File: src/rtl/zaseq_pkg.sv
// Package: zaseq_pkg
// Shared widths and types for the accumulator row group index sequencer.
// Assumes the operand register fields keep their fixed widths on every use.
package zaseq_pkg;
    localparam int BASE_W = 32;
    localparam int OFF_W  = 3;
    localparam int SRC1_W = 5;
    localparam int SRC2_W = 4;
    localparam int STEP_W = 2;

    typedef logic [BASE_W-1:0] base_t;
    typedef logic [OFF_W-1:0]  off_t;
    typedef logic [SRC1_W-1:0] src1_t;
    typedef logic [SRC2_W-1:0] src2_t;
    typedef logic [STEP_W-1:0] step_t;

    typedef enum logic {
        ST_IDLE = 1'b0,
        ST_RUN  = 1'b1
    } seq_state_t;
endpackage

File: src/rtl/zaseq_row_calc.sv
// Module: zaseq_row_calc
// Works out the first accumulator row and the row stride for the chosen group count.
// Assumes ROWS is a power of two and at least 4, so every stride is a power of two
// and the modulo becomes a mask of the low bits.
module zaseq_row_calc
    import zaseq_pkg::*;
#(
    parameter int ROWS  = 64,
    parameter int ROW_W = $clog2(ROWS)
) (
    input  logic             grp4,
    input  base_t            base,
    input  off_t             off,
    output logic [ROW_W-1:0] first_row,
    output logic [ROW_W-1:0] stride
);
    localparam logic [ROW_W-1:0] STRIDE2 = ROW_W'(ROWS / 2);
    localparam logic [ROW_W-1:0] STRIDE4 = ROW_W'(ROWS / 4);

    base_t            sum;
    logic [ROW_W-1:0] mask;

    // Pick the stride, add base and offset, then reduce by masking.
    always_comb begin
        stride    = grp4 ? STRIDE4 : STRIDE2;
        mask      = stride - ROW_W'(1);
        sum       = base + base_t'(off);
        first_row = sum[ROW_W-1:0] & mask;
    end
endmodule

File: src/rtl/zaseq_ctrl.sv
// Module: zaseq_ctrl
// Step controller: accepts a start only while idle and counts the steps of the
// operation. It flags the final step.
// Assumes the group count is two or four, so at most four steps are needed.
module zaseq_ctrl
    import zaseq_pkg::*;
(
    input  logic clk,
    input  logic rst_n,
    input  logic start,
    input  logic grp4,
    output logic accept,
    output logic advance,
    output logic valid,
    output logic last
);
    seq_state_t state;
    step_t      step;
    step_t      last_step;

    // Accept a request only when no triple is being presented.
    always_comb begin
        accept  = start && (state == ST_IDLE);
        valid   = (state == ST_RUN);
        last    = valid && (step == last_step);
        advance = valid && !last;
    end

    // Step counter and run state.
    always_ff @(posedge clk) begin
        if (!rst_n) begin
            state     <= ST_IDLE;
            step      <= '0;
            last_step <= '0;
        end else if (accept) begin
            state     <= ST_RUN;
            step      <= '0;
            last_step <= grp4 ? step_t'(3) : step_t'(1);
        end else if (last) begin
            state <= ST_IDLE;
            step  <= '0;
        end else if (valid) begin
            step <= step + step_t'(1);
        end
    end
endmodule

File: src/rtl/zaseq_idx.sv
// Module: zaseq_idx
// Index registers: load the first triple on accept, then step the row by the
// stride and the first-source index by one on each advance.
// Assumes load and advance are never high together.
module zaseq_idx
    import zaseq_pkg::*;
#(
    parameter int ROW_W = 6
) (
    input  logic             clk,
    input  logic             rst_n,
    input  logic             load,
    input  logic             advance,
    input  logic [ROW_W-1:0] first_row,
    input  logic [ROW_W-1:0] stride,
    input  src1_t            src1_in,
    input  src2_t            src2_in,
    output logic [ROW_W-1:0] row,
    output src1_t            src1,
    output src2_t            src2
);
    logic [ROW_W-1:0] stride_q;

    // Capture on load, step on advance; the 5-bit add wraps modulo 32.
    always_ff @(posedge clk) begin
        if (!rst_n) begin
            row      <= '0;
            stride_q <= '0;
            src1     <= '0;
            src2     <= '0;
        end else if (load) begin
            row      <= first_row;
            stride_q <= stride;
            src1     <= src1_in;
            src2     <= src2_in;
        end else if (advance) begin
            row  <= row + stride_q;
            src1 <= src1 + src1_t'(1);
        end
    end
endmodule

File: src/rtl/zaseq_top.sv
// Module: zaseq_top
// Accumulator row group index sequencer. After an accepted start it emits one
// index triple per cycle, two or four in all, and marks the last with out_done.
// Assumes VL_BITS is a power of two of at least 32, so there are at least 4 rows.
module zaseq_top
    import zaseq_pkg::*;
#(
    parameter int VL_BITS = 512,
    localparam int ROWS   = VL_BITS / 8,
    localparam int ROW_W  = $clog2(ROWS)
) (
    input  logic             clk,
    input  logic             rst_n,
    input  logic             start,
    input  logic             grp4,
    input  logic [31:0]      vsel_base,
    input  logic [2:0]       vsel_off,
    input  logic [4:0]       src1_in,
    input  logic [3:0]       src2_in,
    output logic             out_valid,
    output logic             out_done,
    output logic [4:0]       out_src1,
    output logic [3:0]       out_src2,
    output logic [ROW_W-1:0] out_row
);
    logic             accept;
    logic             advance;
    logic [ROW_W-1:0] first_row;
    logic [ROW_W-1:0] stride;

    zaseq_row_calc #(.ROWS(ROWS), .ROW_W(ROW_W)) u_row_calc (
        .grp4      (grp4),
        .base      (vsel_base),
        .off       (vsel_off),
        .first_row (first_row),
        .stride    (stride)
    );

    zaseq_ctrl u_ctrl (
        .clk     (clk),
        .rst_n   (rst_n),
        .start   (start),
        .grp4    (grp4),
        .accept  (accept),
        .advance (advance),
        .valid   (out_valid),
        .last    (out_done)
    );

    zaseq_idx #(.ROW_W(ROW_W)) u_idx (
        .clk       (clk),
        .rst_n     (rst_n),
        .load      (accept),
        .advance   (advance),
        .first_row (first_row),
        .stride    (stride),
        .src1_in   (src1_in),
        .src2_in   (src2_in),
        .row       (out_row),
        .src1      (out_src1),
        .src2      (out_src2)
    );
endmodule

File: config.mk
export PLATFORM = sky130hd
export DESIGN_NAME = zaseq_top
export DESIGN_NICKNAME = d
export VERILOG_FILES = /design/src/rtl/zaseq_pkg.sv /design/src/rtl/zaseq_row_calc.sv /design/src/rtl/zaseq_ctrl.sv /design/src/rtl/zaseq_idx.sv /design/src/rtl/zaseq_top.sv
export SDC_FILE = /design/constraint.sdc
export NUM_CORES = 1
export LEC_CHECK = 0
export ABC_AREA = 1
export BUFFER_PORTS_ARGS = -buffer_cell sky130_fd_sc_hd__buf_2
export CORE_ASPECT_RATIO = 1.4
export CORE_MARGIN = 3
export CORE_UTILIZATION = 30
export DETAILED_ROUTE_END_ITERATION = 8
export PLACE_DENSITY_LB_ADDON = 0.1
export SKIP_CTS_REPAIR_TIMING = 1
export SLEW_MARGIN = 20
export SYNTH_ARGS = -nofsm -noshare
export SYNTH_HDL_FRONTEND = slang
export SYNTH_HIERARCHICAL = 1
export SYNTH_SLANG_ARGS = --single-unit
File: constraint.sdc
create_clock -name clk -period 2.2 [get_ports clk]
set_clock_uncertainty 0.1 [all_clocks]
set_input_delay 0.44 -clock clk [delete_from_list [all_inputs] [get_ports clk]]
set_output_delay 0.44 -clock clk [all_outputs]
set_load 0.01 [all_outputs]
==> flow_summary_export.csv <==
group,metric,value,unit
synth,synth.most_common_cell,"nand2_1",
synth,synth_top_area_cell,"dfxtp_1",
sta,rsz0062_at_grt,"false",
min_path,hold_class,"input port to register",
global_route,grt_antenna_before_repair,0,
setup_path,critPathBufInv,2,
placement,pre_cts_slack,263,ps
setup_path,reg2reg_setup_slack,530,ps
detailed_routing,drt_iter0_drc,44,
power_and_ir_drop,p_int,771,uW
cts,clkTransAtPathRegs,90,ps
sta,setup_tns,0,ps
sta,timing.fmax,0.599,GHz
cts,cts_buffers,3,
finish,area_delta_synth_final,18.1,%
synth,synth-seq-cells,26,
setup_path,crit_family,"adder cells",
sta,setup_viol,0,
placement,dpl_cell_area,1710,um2
sta,final_max_slew_viol_count,0,
setup_path,crit_chain,"ha_1, inv_1, fa_1, inv_1, nand3_1, nand2_1, or2_0, nand3_1, a21oi_1",
placement,place_congestion,0.747,
synth,ys_seq_area_frac,0.348,
detailed_routing,wl_per_cell,11.0,um
power_and_ir_drop,p_leak,0.000933,uW
detailed_routing,drt-total-wl,3.40,mm
power_and_ir_drop,p_switching,334,uW
global_route,overflow,0,
synth,ys_async_sr_fraction,0,
finish,fill_cells,536,
setup_path,criticalPathCategory,"register to register",
setup_path,ff2ff_path_depth,9,
cts,h-tree-depth,1,
setup_path,cp-startpoint,"u_idx/row[0]",
power_and_ir_drop,ir_drop,0.295,mV
power_and_ir_drop,powerDensity,624,nW/um2
min_path,hold_end,"u_idx/src2[1]",
setup_path,crit_arrival,1780,ps
power_and_ir_drop,netSwitchingFraction,0.302,
synth,synth_cell_types,27,
placement,dp_hpwl,2.56,mm
synth,synth_common_cells,"nand2_1 (48), dfxtp_1 (26), inv_1 (24)",
detailed_routing,drtPass1Iterations,4,
global_route,grt_pass1_wl,5.85,mm
power_and_ir_drop,power,1100,uW
sta,period_share,0.758,
detailed_routing,vias,1372,
finish,design_area,1770,um2
die,io_pins,65,
global_route,grt_use_total,0.126,
die,die_w,65.7,um
setup_path,critPathLaunchType,"register",
power_and_ir_drop,pwr-share-seq,0.486,
global_route,grt_max_degree,23,
die,coreArea,4680,um2
setup_path,endpoint_kind,"register",
setup_path,worstPathMaxFanout,3,
cts,clk_latency,270,ps
cts,cts_root_buf,"clkbuf_8",
min_path,worstHoldStart,"src2_in[1]",
sta,final_hold_viol_count,0,
synth,synth_area_leaders,"dfxtp_1 (35%), nand2_1 (12%), ha_1 (7.5%)",
finish,antennaDiodeCount,0,
cts,cts_tree,"yes",
die,fp-row-count,29,
die,start_util,0.320,
cts,cts.sinks,26,
detailed_routing,post-route-drc-count,0,
power_and_ir_drop,combPwrFrac,0.229,
setup_path,regToRegStartpoint,"u_idx/row[0]",
sta,whs,288,ps
finish,layout.nets,306,
synth,netlist.area_leader.share,0.348,
outcome,status,"complete, no violations",
synth,syn_inst,210,
synth,netlist_area,1500,um2
detailed_routing,ant_nets,0,
min_path,whs_path_depth,3,
run,max-cap-violations,0,
setup_path,cp.required,2310,ps
sta,min_period,1670,ps
power_and_ir_drop,p_clk_frac,0.284,
die,die_h,89.6,um
sta,fin_ws,532,ps
die,die-area,5890,um2
synth,synth-main-ff-cell,"dfxtp_1",
setup_path,max_stage_delay,360,ps
cts,cts.path.max_buffers,2,
synth,synth_area_per_cell,7.13,um2
detailed_routing,post_drt_via_cell_ratio,4.45,
synth,synth_edf_count,0,
synth,ys_warn_count,6,
placement,portBuffers,37,
finish,layout-drive-gt1-share,0.211,
setup_path,critPathSlowestCell,"dfxtp_1",
setup_path,r2r_end,"u_idx/row[4]",
global_route,grt_pass1_vias,1306,
-- worst max path at each step --
stage	to	slack [ps]	cells after the start
after floorplan	u_idx/row[4]	470	8
after global placement	u_idx/row[4]	270	9
after detailed placement	u_idx/row[4]	260	9
after CTS	u_idx/row[4]	500	9
after global routing	u_idx/row[4]	310	9
final	u_idx/row[4]	530	9
-- worst register-to-register path, cell delays in order, from the launching register on --
cell	delay, ps
dfxtp_1	360
ha_1	170
inv_1	50
fa_1	360
inv_1	110
nand3_1	80
nand2_1	90
or2_0	110
nand3_1	60
a21oi_1	120
-- logic make-up (layout without fill, tap and decap cells) --
logic type	Yosys count	count (layout)	synth area share
fa+ha+maj	11	11	0.102
buf+inv	39	71	0.120
compound gates	38	38	0.138
simple gates	91	91	0.266
flops	26	26	0.348
xor+xnor	4	4	0.0234
other cells	1	5	0.00250
-- registers in the layout, indices dropped and copies added (netlist names) --
| register | count |
|---|---|
| u_ctrl/last_step | 2 |
| u_ctrl/step | 2 |
| u_ctrl/valid | 1 |
| u_idx/row | 6 |
| u_idx/src1 | 5 |
| u_idx/src2 | 4 |
| u_idx/stride_q | 6 |
-- cell type report --
type / count / area [um2] / area share
Inverter: 29 / 111 / 0.0629
Multi-Input combinational cell: 149 / 812 / 0.459
Tap cell: 62 / 77.6 / 0.0438
Timing Repair Buffer: 38 / 193 / 0.109
Clock buffer: 4 / 55.1 / 0.0311
Sequential cell: 26 / 520 / 0.294
-- placed cells by master, fill, tap and decap left out, drive strengths merged --
cell type / synthesis / routed
conb: 1 / 5
nand3b: 1 / 1
nor2: 25 / 25
nand3: 15 / 15
fa: 2 / 2
or2: 1 / 1
a31oi: 3 / 3
clkbuf: 2 / 4
a22oi: 3 / 3
nand2: 49 / 49
a21oi: 15 / 15
xor2: 3 / 3
ha: 9 / 9
inv: 29 / 29
dfxtp: 26 / 26
xnor2: 1 / 1
o21ai: 15 / 15
buf: 8 / 38
o211ai: 2 / 2
-- per-stage QoR --
step / util / std cells
6_report: 0.378 / 308
5_1_grt: 0.378 / 308
4_1_cts: 0.378 / 308
3_5_place_dp: 0.366 / 304
3_3_place_gp: 0.366 / 304
2_1_floorplan: - / 214
-- metal layers --
metal / GRT usage / part of all wire / vias to the layer above
li1: - / - / 737
met1: 0.152 / 0.44 / 605
met2: 0.227 / 0.51 / 26
met3: 0.0212 / 0.042 / 4
met4: 0.0396 / 0.0074 / 0
met5: 0 / 0 / -
-- power groups by stage --
stage / clock network (uW) / registers, uW / logic [uW]
floorplan: 0 / 555 / 171
global placement: 0 / 549 / 257
detailed placement: 0 / 549 / 257
CTS: 326 / 539 / 258
global route: 346 / 543 / 297
finish: 314 / 537 / 253
No activity file was read; power rests on OpenSTA's default activity.
